--- src/rtl/gxp_pkg.sv ---
package gxp_pkg;
  localparam int unsigned BYTE_W = 8;

  typedef enum logic [3:0] {
    S_IDLE, S_ADDR, S_AACK, S_CMD, S_CACK,
    S_WDAT, S_WACK, S_RDAT, S_MACK, S_IGN
  } bus_st_t;

  localparam logic [BYTE_W-1:0] OUT_RST = 8'hFF;
  localparam logic [BYTE_W-1:0] POL_RST = 8'h00;
  localparam logic [BYTE_W-1:0] DIR_RST = 8'hFF;

  function automatic logic [BYTE_W-1:0] reg_rst(input int idx);
    case (idx)
      1:       return OUT_RST;
      2:       return POL_RST;
      default: return DIR_RST;
    endcase
  endfunction
endpackage

--- src/rtl/gxp_line_cond.sv ---
module gxp_line_cond (
  input  logic clk,
  input  logic rst_n,
  input  logic scl_i,
  input  logic sda_i,
  output logic scl_lvl,
  output logic scl_rise,
  output logic scl_fall,
  output logic start_det,
  output logic stop_det
);
  logic sda_q;

  always_ff @(posedge clk or negedge rst_n) begin
    if (!rst_n) begin
      scl_lvl <= 1'b1;
      sda_q   <= 1'b1;
    end else begin
      scl_lvl <= scl_i;
      sda_q   <= sda_i;
    end
  end

  assign scl_rise  =  scl_i & ~scl_lvl;
  assign scl_fall  = ~scl_i &  scl_lvl;
  assign start_det =  scl_i &  scl_lvl &  sda_q & ~sda_i;
  assign stop_det  =  scl_i &  scl_lvl & ~sda_q &  sda_i;
endmodule

--- src/rtl/gxp_bus_ctl.sv ---
module gxp_bus_ctl
  import gxp_pkg::*;
#(
  parameter logic [5:0] ADDR_HI = 6'b010000
) (
  input  logic              clk,
  input  logic              rst_n,
  input  logic              scl_lvl,
  input  logic              scl_rise,
  input  logic              scl_fall,
  input  logic              start_det,
  input  logic              stop_det,
  input  logic              sda_i,
  input  logic              addr_sel_i,
  input  logic [BYTE_W-1:0] rd_byte,
  output logic              sda_pull_o,
  output logic              wr_en,
  output logic [BYTE_W-1:0] wr_data,
  output logic [BYTE_W-1:0] ptr,
  output logic              snap_en
);
  localparam int unsigned CW = $clog2(BYTE_W + 1);
  localparam logic [CW-1:0] FULL = CW'(BYTE_W);

  bus_st_t           st;
  logic [CW-1:0]     cnt;
  logic [BYTE_W-1:0] sh;
  logic              rw;
  logic              m_ack;

  assign snap_en = scl_rise && ((st == S_AACK && rw) || st == S_MACK);

  always_ff @(posedge clk or negedge rst_n) begin
    if (!rst_n) begin
      st         <= S_IDLE;
      cnt        <= '0;
      sh         <= '0;
      rw         <= 1'b0;
      m_ack      <= 1'b0;
      sda_pull_o <= 1'b0;
      wr_en      <= 1'b0;
      wr_data    <= '0;
      ptr        <= '0;
    end else begin
      wr_en <= 1'b0;
      if (start_det) begin
        st         <= S_ADDR;
        cnt        <= '0;
        sda_pull_o <= 1'b0;
      end else if (stop_det) begin
        st         <= S_IDLE;
        sda_pull_o <= 1'b0;
      end else begin
        case (st)
          S_ADDR, S_CMD, S_WDAT: begin
            if (scl_rise && cnt < FULL) begin
              sh  <= {sh[BYTE_W-2:0], sda_i};
              cnt <= cnt + 1'b1;
            end else if (scl_fall && cnt == FULL) begin
              cnt <= '0;
              if (st == S_ADDR) begin
                if (sh[BYTE_W-1:1] == {ADDR_HI, addr_sel_i}) begin
                  rw         <= sh[0];
                  sda_pull_o <= 1'b1;
                  st         <= S_AACK;
                end else begin
                  st <= S_IGN;
                end
              end else if (st == S_CMD) begin
                ptr        <= sh;
                sda_pull_o <= 1'b1;
                st         <= S_CACK;
              end else begin
                wr_en      <= 1'b1;
                wr_data    <= sh;
                sda_pull_o <= 1'b1;
                st         <= S_WACK;
              end
            end
          end
          S_AACK: begin
            if (scl_fall) begin
              cnt <= '0;
              if (rw) begin
                sh         <= rd_byte;
                sda_pull_o <= ~rd_byte[BYTE_W-1];
                st         <= S_RDAT;
              end else begin
                sda_pull_o <= 1'b0;
                st         <= S_CMD;
              end
            end
          end
          S_CACK, S_WACK: begin
            if (scl_fall) begin
              sda_pull_o <= 1'b0;
              st         <= S_WDAT;
            end
          end
          S_RDAT: begin
            if (scl_rise) begin
              cnt <= cnt + 1'b1;
            end else if (scl_fall) begin
              if (cnt == FULL) begin
                sda_pull_o <= 1'b0;
                st         <= S_MACK;
              end else begin
                sh         <= {sh[BYTE_W-2:0], 1'b0};
                sda_pull_o <= ~sh[BYTE_W-2];
              end
            end
          end
          S_MACK: begin
            if (scl_rise) begin
              m_ack <= ~sda_i;
            end else if (scl_fall) begin
              cnt <= '0;
              if (m_ack) begin
                sh         <= rd_byte;
                sda_pull_o <= ~rd_byte[BYTE_W-1];
                st         <= S_RDAT;
              end else begin
                st <= S_IGN;
              end
            end
          end
          default: ;
        endcase
      end
    end
  end

  // the slave never starts pulling SDA while SCL is high
  p_pull_scl_low_r2: assert property (@(posedge clk) disable iff (!rst_n)
    $rose(sda_pull_o) |-> !scl_lvl);
  // an unaddressed slave leaves SDA alone
  p_ign_quiet_r1: assert property (@(posedge clk) disable iff (!rst_n)
    (st == S_IGN) |-> !sda_pull_o);
  // a START always returns the slave to address reception
  p_start_abort_r12: assert property (@(posedge clk) disable iff (!rst_n)
    start_det |=> (st == S_ADDR));
  // a STOP always ends the transfer
  p_stop_abort_r12: assert property (@(posedge clk) disable iff (!rst_n)
    (stop_det && !start_det) |=> (st == S_IDLE));
  // the pointer changes only when a command byte completes
  p_ptr_hold_r8: assert property (@(posedge clk) disable iff (!rst_n)
    $changed(ptr) |-> ($past(st) == S_CMD));
endmodule

--- src/rtl/gxp_regs.sv ---
module gxp_regs
  import gxp_pkg::*;
#(
  parameter int unsigned NUM_REGS = 4
) (
  input  logic              clk,
  input  logic              rst_n,
  input  logic              wr_en,
  input  logic [BYTE_W-1:0] wr_data,
  input  logic [BYTE_W-1:0] ptr,
  input  logic              snap_en,
  input  logic [BYTE_W-1:0] pin_i,
  output logic [BYTE_W-1:0] out_q,
  output logic [BYTE_W-1:0] pol_q,
  output logic [BYTE_W-1:0] dir_q,
  output logic [BYTE_W-1:0] rd_byte
);
  localparam int unsigned IW = $clog2(NUM_REGS);
  localparam logic [BYTE_W-1:0] NREG = BYTE_W'(NUM_REGS);

  logic [NUM_REGS-1:0][BYTE_W-1:0] rf;
  logic [BYTE_W-1:0]               snap;

  always_ff @(posedge clk or negedge rst_n) begin
    if (!rst_n)       snap <= '0;
    else if (snap_en) snap <= pin_i ^ pol_q;
  end
  assign rf[0] = snap;

  for (genvar i = 1; i < NUM_REGS; i++) begin : g_reg
    logic [BYTE_W-1:0] q;
    always_ff @(posedge clk or negedge rst_n) begin
      if (!rst_n)                             q <= reg_rst(i);
      else if (wr_en && ptr == BYTE_W'(i))    q <= wr_data;
    end
    assign rf[i] = q;
  end

  assign out_q   = rf[1];
  assign pol_q   = rf[2];
  assign dir_q   = rf[3];
  assign rd_byte = (ptr < NREG) ? rf[ptr[IW-1:0]] : '0;

  // a write through pointer 0 leaves the writable registers unchanged
  p_in_wr_ignored_r5: assert property (@(posedge clk) disable iff (!rst_n)
    (wr_en && ptr == '0) |=> $stable(rf[NUM_REGS-1:1]));
  // a write through an unused pointer leaves every register unchanged
  p_bad_ptr_wr_r11: assert property (@(posedge clk) disable iff (!rst_n)
    (wr_en && ptr >= NREG) |=> $stable(rf[NUM_REGS-1:1]));
  // an unused pointer reads as zero
  p_bad_ptr_rd_r11: assert property (@(posedge clk) disable iff (!rst_n)
    (ptr >= NREG) |-> (rd_byte == '0));
endmodule

--- src/rtl/gxp_expander.sv ---
module gxp_expander
  import gxp_pkg::*;
#(
  parameter logic [5:0]  ADDR_HI  = 6'b010000,
  parameter int unsigned NUM_REGS = 4
) (
  input  logic              clk,
  input  logic              rst_n,
  input  logic              scl_i,
  input  logic              sda_i,
  input  logic              addr_sel_i,
  input  logic [BYTE_W-1:0] pin_i,
  output logic              sda_pull_o,
  output logic [BYTE_W-1:0] pin_dir_o,
  output logic [BYTE_W-1:0] pin_out_o,
  output logic [BYTE_W-1:0] in_val_o
);
  logic scl_lvl, scl_rise, scl_fall, start_det, stop_det;
  logic wr_en, snap_en;
  logic [BYTE_W-1:0] wr_data, ptr, rd_byte, pol_q;

  gxp_line_cond u_cond (
    .clk(clk), .rst_n(rst_n), .scl_i(scl_i), .sda_i(sda_i),
    .scl_lvl(scl_lvl), .scl_rise(scl_rise), .scl_fall(scl_fall),
    .start_det(start_det), .stop_det(stop_det)
  );

  gxp_bus_ctl #(.ADDR_HI(ADDR_HI)) u_ctl (
    .clk(clk), .rst_n(rst_n), .scl_lvl(scl_lvl), .scl_rise(scl_rise),
    .scl_fall(scl_fall), .start_det(start_det), .stop_det(stop_det),
    .sda_i(sda_i), .addr_sel_i(addr_sel_i), .rd_byte(rd_byte),
    .sda_pull_o(sda_pull_o), .wr_en(wr_en), .wr_data(wr_data),
    .ptr(ptr), .snap_en(snap_en)
  );

  gxp_regs #(.NUM_REGS(NUM_REGS)) u_regs (
    .clk(clk), .rst_n(rst_n), .wr_en(wr_en), .wr_data(wr_data),
    .ptr(ptr), .snap_en(snap_en), .pin_i(pin_i),
    .out_q(pin_out_o), .pol_q(pol_q), .dir_q(pin_dir_o), .rd_byte(rd_byte)
  );

  assign in_val_o = pin_i ^ pol_q;
endmodule

--- config.mk ---
export PLATFORM = sky130hd
export DESIGN_NAME = gxp_expander
export DESIGN_NICKNAME = d
export VERILOG_FILES = /design/src/rtl/gxp_pkg.sv /design/src/rtl/gxp_line_cond.sv /design/src/rtl/gxp_bus_ctl.sv /design/src/rtl/gxp_regs.sv /design/src/rtl/gxp_expander.sv
export SDC_FILE = /design/constraint.sdc
export NUM_CORES = 1
export LEC_CHECK = 0
export BUFFER_PORTS_ARGS = -buffer_cell sky130_fd_sc_hd__buf_2
export CORE_MARGIN = 3
export CORE_UTILIZATION = 59
export CTS_CLUSTER_DIAMETER = 200
export DETAILED_ROUTE_END_ITERATION = 12
export GPL_TIMING_DRIVEN = 1
export MAX_ROUTING_LAYER = met4
export PLACE_DENSITY = 0.87
export REMOVE_ABC_BUFFERS = 1
export SLEW_MARGIN = 20
export SYNTH_ARGS = -nofsm -noshare
export SYNTH_HDL_FRONTEND = slang
export SYNTH_SLANG_ARGS = --single-unit
--- constraint.sdc ---
create_clock -name clk -period 2.3 [get_ports clk]
set_input_delay 0.115 -clock clk [delete_from_list [all_inputs] [get_ports clk]]
set_output_delay 0.115 -clock clk [all_outputs]
set_load 0.02 [all_outputs]
[Word-level counts from Yosys, hierarchy flattened]
Cells that the tools add are included.
Word-level totals
  flip-flop bits (word level): 70
  input port bits: 13
Operators by class
  add/subtract/negate cells: 1
  order comparisons: 3
  equal/unequal tests: 37
  muxes and demuxes: 61
  bitwise logic cells: 19
  reductions and logical operators: 21
Operators with widths (count)
  8-bit 2-to-1 mux: 11
  4-bit 2-to-1 mux: 21
  8-bit one-hot mux with 4 select lines: 1
  4-bit by 3-bit inequality test with 1-bit output (second input constant): 7
  1-bit 2-to-1 mux: 22
  7-bit AND reduction: 3
  4-bit one-hot mux with 5 select lines: 1
  8-bit binary-select mux with 2-bit select: 1
  4-bit by 3-bit equality test with 1-bit output (second input constant): 4
  8-bit by 2-bit equality test with 1-bit output (second input constant): 2
  4-bit one-hot mux with 4 select lines: 1
  2-bit by 1-bit inequality test with 1-bit output (second input constant): 6
  4-bit inequality test (second input constant): 3
  12-bit AND reduction: 1
  1-bit NOT: 11
  11-bit AND reduction: 1
  10-bit AND reduction: 1
  4-bit by 2-bit equality test with 1-bit output (second input constant): 2
  4-bit equality test (second input constant): 2
  8-bit by 1-bit equality test with 1-bit output (second input constant): 1
  8-bit by 3-bit < comparator with 1-bit output (second input constant): 1
  2-bit inequality test (second input constant): 4
  8-bit XOR: 1
  1-bit AND: 7
  other kinds (21): 27

[Logic depth before layout (Yosys ltp)]
Gate-level depths: netlist (run 1).
  depth after elaboration: 10
  gate-level depth with buffers: 7
  mapped depth without buffers: 7

[Hierarchy]
Synthesis (run 1) repeated with hierarchy kept, for this count alone.
Unflattened totals
  cell total of the unflattened synthesis: 326
  area, all modules: 3982.6 um^2
Modules (own cells, without submodules)
  gxp_bus_ctl: instances 1, cells an instance 202, area an instance 2217.1 um^2, seq. area each 900.9 um^2
  gxp_regs: instances 1, cells an instance 110, area an instance 1610.3 um^2, seq. area each 820.8 um^2
  gxp_line_cond: instances 1, cells an instance 6, area an instance 85.1 um^2, seq. area each 52.6 um^2
  gxp_expander: instances 1, cells an instance 8, area an instance 70.1 um^2, seq. area each 0.0 um^2

[Worst setup path before layout (run 1)]
Ideal clock, no wire load.
  path kind: register to register
  start: reg u_cond.scl_lvl
  end: reg u_ctl.cnt[0]
  setup time: 125 ps
  arrival time: 1931 ps
  slack: 244 ps
  stages on the path, launching flop included: 6
  path buffers: 0
  clock period less this slack: 2056 ps
  cells stage by stage: dfstp_2 -> nand2b_2 -> or4_1 -> a221o_1 -> and2_4 -> mux2_4
On the way
  longest elaborated chain between the ends: 7
RTL lines
  start, declared: line gxp_line_cond.sv:6  | output logic scl_lvl,
  start signal, assigned: line gxp_line_cond.sv:19  | scl_lvl <= scl_i;
  1-bit NOT: line gxp_line_cond.sv:24  | assign scl_rise = scl_i & ~scl_lvl;
  1-bit AND: line gxp_line_cond.sv:24
  1-bit logical AND: line gxp_bus_ctl.sv:56  | if (scl_rise && cnt < FULL) begin
  4-bit 2-to-1 mux: line gxp_bus_ctl.sv:56
  4-bit one-hot mux with 4 select lines: line gxp_bus_ctl.sv:54  | case (st)
  4-bit 2-to-1 mux: line gxp_bus_ctl.sv:50  | end else if (stop_det) begin
  4-bit 2-to-1 mux: line gxp_bus_ctl.sv:46  | if (start_det) begin
  end signal, assigned: line gxp_bus_ctl.sv:58  | cnt <= cnt + 1'b1;
  end signal, assigned: line gxp_bus_ctl.sv:102  | cnt <= cnt + 1'b1;
  end, declared: line gxp_bus_ctl.sv:26  | logic [CW-1:0] cnt;
Parallel ways exist; a longest one is shown, timed or not. The select of a mux whose other input is x is not followed.
A chain may end at the register's enable or synchronous reset.

[Final worst setup path (run 1)]
  start: reg u_ctl.ptr[5]
  end: reg u_regs.g_reg[1].q[6] (netlist: u_regs.out_q[6])
On the way
  longest elaborated chain between the ends: 2
RTL lines
  start, declared: line gxp_bus_ctl.sv:19  | output logic [BYTE_W-1:0] ptr,
  start signal, assigned: line gxp_bus_ctl.sv:70  | ptr <= sh;
  8-bit by 1-bit equality test with 1-bit output: line gxp_regs.sv:34  | else if (wr_en && ptr == BYTE_W'(i)) q <= wr_data;
  1-bit logical AND: line gxp_regs.sv:34
  end signal, assigned: line gxp_regs.sv:33  | if (!rst_n) q <= reg_rst(i);
  end signal, assigned: line gxp_regs.sv:34
  end, declared: line gxp_regs.sv:31  | logic [BYTE_W-1:0] q;
No other way between the ends.

==> parameters.txt, run 1 <==
Parameter                              Value

Outcome
  Status    complete, no violations

Timing
  Final critical delay including setup and external delays    2.23 ns
  Achievable clock frequency    449 MHz
  # setup viols final    0
  Part of the cycle the worst path needs    96.8%
  Max-Slew Margin vs Limit    54.9%
  Setup_tns    0 ns
  Layout Skew    just under 0.01 ns
  Fin. max-slew vios    0
  Transition at the pin with the smallest max-transition slack    0.676 ns
  Final hold viol count    0
  Setup repair after global routing missed its margin    false

Detailed routing
  Wirelength, routed    8.55 mm
  DRC Markers    0
  Via total after detailed routing    2,736
  Drt first pass iters    6
  Routed wirelength normalized by instance count    19.7 um
  Final ANT Viol Nets    0
  Initial detailed-routing violation count    224
  Vias per std cell    about 6.3

Clocking
  Post-CTS setup buffer count    0
  Clock root buffer master    sky130_fd_sc_hd__clkbuf_8
  Buffer depth of the longest clock path    2
  Number of clock sinks seen by CTS    70
  Clock tree from TritonCTS    yes
  CTS clk-pin slew, worst paths    0.08 ns
  H-tree Lvls    3
  CTS Buf Count    9
  Clock Latency Late Sink    0.36 ns

Synth
  Largest cells by area after synthesis    sky130_fd_sc_hd__dfrtp_1 36%, sky130_fd_sc_hd__mux2_2 14%, sky130_fd_sc_hd__dfstp_2 13%
  Number of warning messages in the yosys log    0
  Yosys top cell area share    35.6%
  Number of distinct standard cells referenced by the synthesized netlist    62
  Synthesized flop and latch total    70
  Post-synth ARST share    100%
  Mapped Area    3660 um^2
  Sequential element share of the synthesized area    48.5%
  Number of flops mapped to enable cells by yosys    0
  Mapped Cells    304
  Post-synth top area cell    sky130_fd_sc_hd__dfrtp_1
  Syn_area_per_cell    12.0 um^2
  Leading register cell type out of synthesis    sky130_fd_sc_hd__dfrtp_1

Power and ir drop
  Total power divided by cell area    953 nW/um^2
  VDD IR max    0.000513 V
  Leakage    1.96 nW

Critical path
  Arrival time at the worst endpoint    ~2.5 ns
  Critical path start-end classification    reg -> reg
  Worst-path fanout max    8
  CP endpoint kind    register
  Setup crit start kind    register
  Required time at the endpoint of the critical path    2.57 ns

Global routing
  Number of antenna violations at the first check in global routing    0
  Wire length of the first global-routing pass    14.5 mm
  Grt total ovfl    0
  Largest net degree at the start of global routing    62
  Via count of the first global-routing pass    2,813
  Total global-route track usage    26.9%

Final layout
  Combined flip-flop and latch cell area    approximately 1800 um^2
  Most common cell after layout, fill and taps aside    sky130_fd_sc_hd__dfrtp_1
  Fraction of layout instances using a drive strength above 1    ~41%
  ANT cells    0
  Post-layout nets    368
  Commonest cells after routing, fill and taps aside    51 x sky130_fd_sc_hd__dfrtp_1, 44 x sky130_fd_sc_hd__mux2_2, 37 x sky130_fd_sc_hd__buf_2
  Filler Cells Inserted    453
  Post-layout utilization of the core    70.0%
  Area added between synthesis and finish    14.0%
  Combined area of the multi-input logic cells    1780 um^2

Floorplanning
  Overall die area    7180 um^2
  Initial Utilization    61.4%
  Die width    84.7 um
  Die Height    84.7 um
  Standard-cell rows    28
  I/O Pins    38
  Core area    approximately 6000 um^2

Run
  Max-cap viol count    0

Placed design
  Final RePlAce weighted congestion    ~0.90
  Post-detail-place hpwl    between 6 and 7 mm
  Count of input and output buffers    37

Worst hold path
  Classification of the worst-slack hold path    in -> async
metrics by stage:
stage               power [mW]  area [um^2]  worst slack, ns  hold WS, ns  std cells
floorplan                 2.65         3610            0.221       -0.181        293
global placement          3.04         3970            0.187       0.0140        414
detailed placement        3.10         3970            0.112       0.0168        414
CTS                       3.95         4160           0.0759        0.179        433
global route              4.22         4170          0.00410        0.203        433
finish                    3.97         4170           0.0726        0.168        433
area by class of cell:
| class | instances | area share [%] |
|---|---|---|
| sequential | 70 | 42.6 |
| clock inverter | 4 | 0.600 |
| clock buffer | 12 | 3.24 |
| inverter | 16 | 1.44 |
| timing repair buffer | 49 | 7.08 |
| multi-input combinational | 207 | 42.8 |
| tap | 75 | 2.25 |
sequential cells by signal, summed over array words and instances (netlist names):
register,count
u_ctl.ptr,8
u_ctl.sh,8
u_ctl.wr_data,8
u_regs.dir_q,8
u_regs.out_q,8
u_regs.pol_q,8
u_regs.snap,8
u_ctl.cnt,4
u_ctl.st,4
u_cond.scl_lvl,1
u_cond.sda_q,1
u_ctl.m_ack,1
u_ctl.rw,1
u_ctl.sda_pull_o,1
u_ctl.wr_en,1
critical path, stage by stage, from the launching register on:
cell,delay [ns]
sky130_fd_sc_hd__dfrtp_1,0.37
sky130_fd_sc_hd__or4_1,0.54
sky130_fd_sc_hd__nor3_2,0.24
sky130_fd_sc_hd__nand3_1,0.23
sky130_fd_sc_hd__nor2_4,0.37
sky130_fd_sc_hd__mux2_1,0.39
path summary, 6_finish.rpt:
path / start / end / slack (ns) / cells after the start
max: u_ctl.ptr[5] / u_regs.out_q[6] / 0.07 / 5
min: rst_n / u_ctl.st[2] / 0.17 / 2
max reg2reg: u_ctl.ptr[5] / u_regs.out_q[6] / 0.07 / 5
min reg2reg: u_ctl.ptr[5] / u_ctl.ptr[5] / 0.51 / 1
max in group asynchronous: rst_n / u_regs.out_q[4] / 1.49 / 3
min in group clk: pin_i[0] / u_regs.snap[0] / 0.20 / 3
power breakdown:
part / internal (mW) / switching, mW
Clock: 0.388 / 0.461
Combinational: 0.687 / 0.767
Sequential: 1.39 / 0.277
per-layer routing:
metal,part of all wire [%],track usage [%]
met1,39,32.9
met2,51,44.0
met3,7.7,6.18
met4,2.5,9.50
met5,0,-
cells in the mapped netlist (2+ instances only):
| cell type | number |
|---|---|
| sky130_fd_sc_hd__o21ai_0 | 16 |
| sky130_fd_sc_hd__a21oi_1 | 7 |
| sky130_fd_sc_hd__nor2_1 | 12 |
| sky130_fd_sc_hd__mux2i_1 | 2 |
| sky130_fd_sc_hd__nor2b_1 | 4 |
| sky130_fd_sc_hd__xor2_1 | 10 |
| sky130_fd_sc_hd__buf_2 | 4 |
| sky130_fd_sc_hd__a221oi_1 | 2 |
| sky130_fd_sc_hd__a2111oi_2 | 2 |
| sky130_fd_sc_hd__o31ai_1 | 2 |
| sky130_fd_sc_hd__o32ai_1 | 2 |
| sky130_fd_sc_hd__dfstp_2 | 18 |
| sky130_fd_sc_hd__clkbuf_1 | 5 |
| sky130_fd_sc_hd__nand3_1 | 6 |
| sky130_fd_sc_hd__buf_1 | 2 |
| sky130_fd_sc_hd__mux4_2 | 8 |
| sky130_fd_sc_hd__nand2b_1 | 4 |
| sky130_fd_sc_hd__or3b_2 | 2 |
| sky130_fd_sc_hd__nand3b_1 | 2 |
| sky130_fd_sc_hd__a31oi_1 | 3 |
| sky130_fd_sc_hd__nand2_1 | 20 |
| sky130_fd_sc_hd__mux2_1 | 14 |
| sky130_fd_sc_hd__ha_1 | 2 |
| sky130_fd_sc_hd__inv_1 | 15 |
| sky130_fd_sc_hd__a211oi_1 | 2 |
| sky130_fd_sc_hd__nor2_4 | 2 |
| sky130_fd_sc_hd__dfrtp_1 | 52 |
| sky130_fd_sc_hd__nand4b_1 | 3 |
| sky130_fd_sc_hd__xnor2_1 | 3 |
| sky130_fd_sc_hd__mux2_2 | 44 |
| sky130_fd_sc_hd__or4_1 | 3 |
logic make-up after synthesis:
family                     count (synthesis)  synth area share [%]
xor gates and xnor gates                  13                  3.11
DFF                                       70                  48.5
adders and majority gates                  2                 0.684
buffers and inverters                     27                  2.91
AOI/OAI and AO/OA                         48                  9.03
muxes                                     69                  23.7
and+or+nand+nor                           75                  12.0
repair_timing:
action / in CTS / in global routing
hold buffers: 3 / 0
endpoints found under the setup margin: 0 / 7
gates resized for setup: 0 / 2
hold endpoints to repair: 11 / 0
Note: power is estimated with default switching activity, not from simulation.
==> run 2: changes to the inputs <==
Settings changed: GPL_TIMING_DRIVEN 1 to 0.
==> run 2 against run 1 <==
  * Routed wire length down 4.7%
  * Combinational power down 5%
  * Clock skew about the same
  * Global-route usage down 1.9 points
  * Final cell count down 1.2%
  * Core utilization up 0.71 points
  * Worst setup slack better by 0.033 ns
  * Non-clock buffer count down 5
  * Total power up 2.1%
  * Final area up 1.0%
  * Critical path type unchanged
  * Critical endpoint is now u_ctl.cnt[0]
==> parameters.txt, run 2 (same netlist as run 1, synthesis figures left out) <==
Parameter                              Value

Global routing
  Met1 routing resource usage after global routing    32.2%
  Global routing met2 resource utilization    39.2%
  Number of antenna violations at the first check in global routing    0
  Most Used Layer, Global Route    met2
  Largest net degree at the start of global routing    61
  Total global-route track usage    25.0%
  Wire length of the first global-routing pass    13.6 mm
  Global routing usage on met3    6.58%
  Via count of the first global-routing pass    2,679
  Grt total ovfl    0

Power and ir drop
  Total Power    approximately 4.1 mW
  Total power divided by cell area    963 nW/um^2
  VDD IR max    0.000531 V
  Leakage    1.97 nW

Detailed routing
  Final ANT Viol Nets    0
  Routed wirelength normalized by instance count    19.0 um
  Drt first pass iters    4
  DRC Markers    0
  Wirelength, routed    8.15 mm
  Initial detailed-routing violation count    between 100 and 150
  Via total after detailed routing    2,572
  Vias per std cell    6.01

Final layout
  Fraction of layout instances using a drive strength above 1    41.1%
  ANT cells    0
  Post-layout utilization of the core    70.7%
  Post-layout nets    363
  Commonest cells after routing, fill and taps aside    49 x sky130_fd_sc_hd__dfrtp_1, 44 x sky130_fd_sc_hd__mux2_2, 36 x sky130_fd_sc_hd__buf_2
  Area added between synthesis and finish    15.2%
  Most common cell after layout, fill and taps aside    sky130_fd_sc_hd__dfrtp_1

Timing
  # setup viols final    0
  Achievable clock frequency    456 MHz
  Layout Skew    between 0.009 and 0.01 ns
  Part of the cycle the worst path needs    95.4%
  Fin. max-slew vios    0
  Final hold viol count    0
  Final WS setup    0.105 ns
  Hold WS    0.141 ns
  Max-Slew Margin vs Limit    55.8%
  Transition at the pin with the smallest max-transition slack    0.663 ns
  Final critical delay including setup and external delays    2.19 ns

Clocking
  CTS clk-pin slew, worst paths    0.08 ns
  Number of clock sinks seen by CTS    70
  CTS Buf Count    9
  Clock tree from TritonCTS    yes
  Clock Latency Late Sink    0.35 ns
  H-tree Lvls    3
  Clock root buffer master    sky130_fd_sc_hd__clkbuf_8
  Buffer depth of the longest clock path    2

Run
  Max-cap viol count    0

Placed design
  Setup WS pre-CTS    -0.235 ns
  Count of input and output buffers    37
  Post-detail-place hpwl    5.37 mm
  Final RePlAce weighted congestion    0.924

Critical path
  CP endpoint kind    register
  Largest stage delay on the critical path    0.68 ns
  Critical R2R Capture    u_ctl.cnt[0]
  Arrival time at the worst endpoint    2.43 ns
  CP startpoint    u_ctl.st[2]
  Required time at the endpoint of the critical path    between 2 and 3 ns
  Cell type of the slowest stage on the worst timing path    sky130_fd_sc_hd__dfrtp_1
  Worst-path fanout max    17
  CP cell instances    and4b_1 > and2_0 > a221o_1 > and2_4 > mux2_4
  Critical path start-end classification    reg -> reg
  Worst-case register-to-register setup slack    about 0.11 ns
  Setup crit start kind    register
  RR Startpoint    u_ctl.st[2]
  Worst reg2reg path depth    5

Floorplanning
  Initial Utilization    61.4%
  Die width    84.7 um
  Die Height    84.7 um
  Overall die area    7180 um^2
  Standard-cell rows    28
  Core area    5960 um^2
  I/O Pins    38

Outcome
  Status    complete, no violations

Worst hold path
  Classification of the worst-slack hold path    in -> async
-- run 2: changes by cell type in the layout (fill, tap and decap cells not counted), moves of 2 or more --
cell and change:
sky130_fd_sc_hd__dfrtp_2 +2, sky130_fd_sc_hd__clkinvlp_4 -2, sky130_fd_sc_hd__dfrtp_1 -2, sky130_fd_sc_hd__buf_4 -6
-- run 2: stage by stage --
stage | setup TNS, ns | std cells | area (um^2)
global route | -0.00286 | 428 | 4210
detailed placement | -2.64 | 406 | 3920
floorplan | 0 | 293 | 3610
global placement | -2.85 | 405 | 3890
CTS | 0 | 426 | 4150
finish | 0 | 428 | 4210
-- run 2: where the power goes --
part / switching, mW / internal, mW
registers: 0.322 / 1.40
logic: 0.723 / 0.660
clock network: 0.455 / 0.501
total: 1.50 / 2.56
-- run 2: layout make-up --
cell class / instances / area [um^2]
clock inverters: 4 / 48.8
inverters: 16 / 60.1
well taps: 75 / 93.8
flip-flops and latches: 70 / 1780
clock buffers: 12 / 135
repair buffers: 44 / 293
fillers: 425 / 1740
multi-input cells: 207 / 1800
-- run 2: worst max path at each step --
stage                            endpoint  slack, ns
after floorplan              u_ctl.cnt[0]       0.22
after global placement     u_regs.snap[2]      -0.22
after detailed placement   u_regs.snap[0]      -0.23
after CTS                 u_regs.dir_q[0]       0.05
after global routing      u_regs.out_q[3]     -0.002
final                        u_ctl.cnt[0]       0.11
-- run 2: layer usage --
metal	vias to the layer above	part of all wire [%]
li1	1189	-
met1	1289	42
met2	82	51
met3	12	5.9
met4	0	1.4
met5	-	0
-- run 2: timing repair --
action                                  in CTS  in global routing
setup buffers                                1                  2
hold endpoints to repair                    59                  0
pin swaps                                    1                  2
resized for setup                            3                  5
hold buffers                                 3                  0
endpoints found under the setup margin      24                 36
-- run 2: critical path, delay by kind of cell (launching register included) --
| kind | cells | cell delay (ns) |
|---|---|---|
| simple gates | 3 | 0.91 |
| compound gates | 1 | 0.20 |
| mux | 1 | 0.29 |
| flops | 1 | 0.68 |
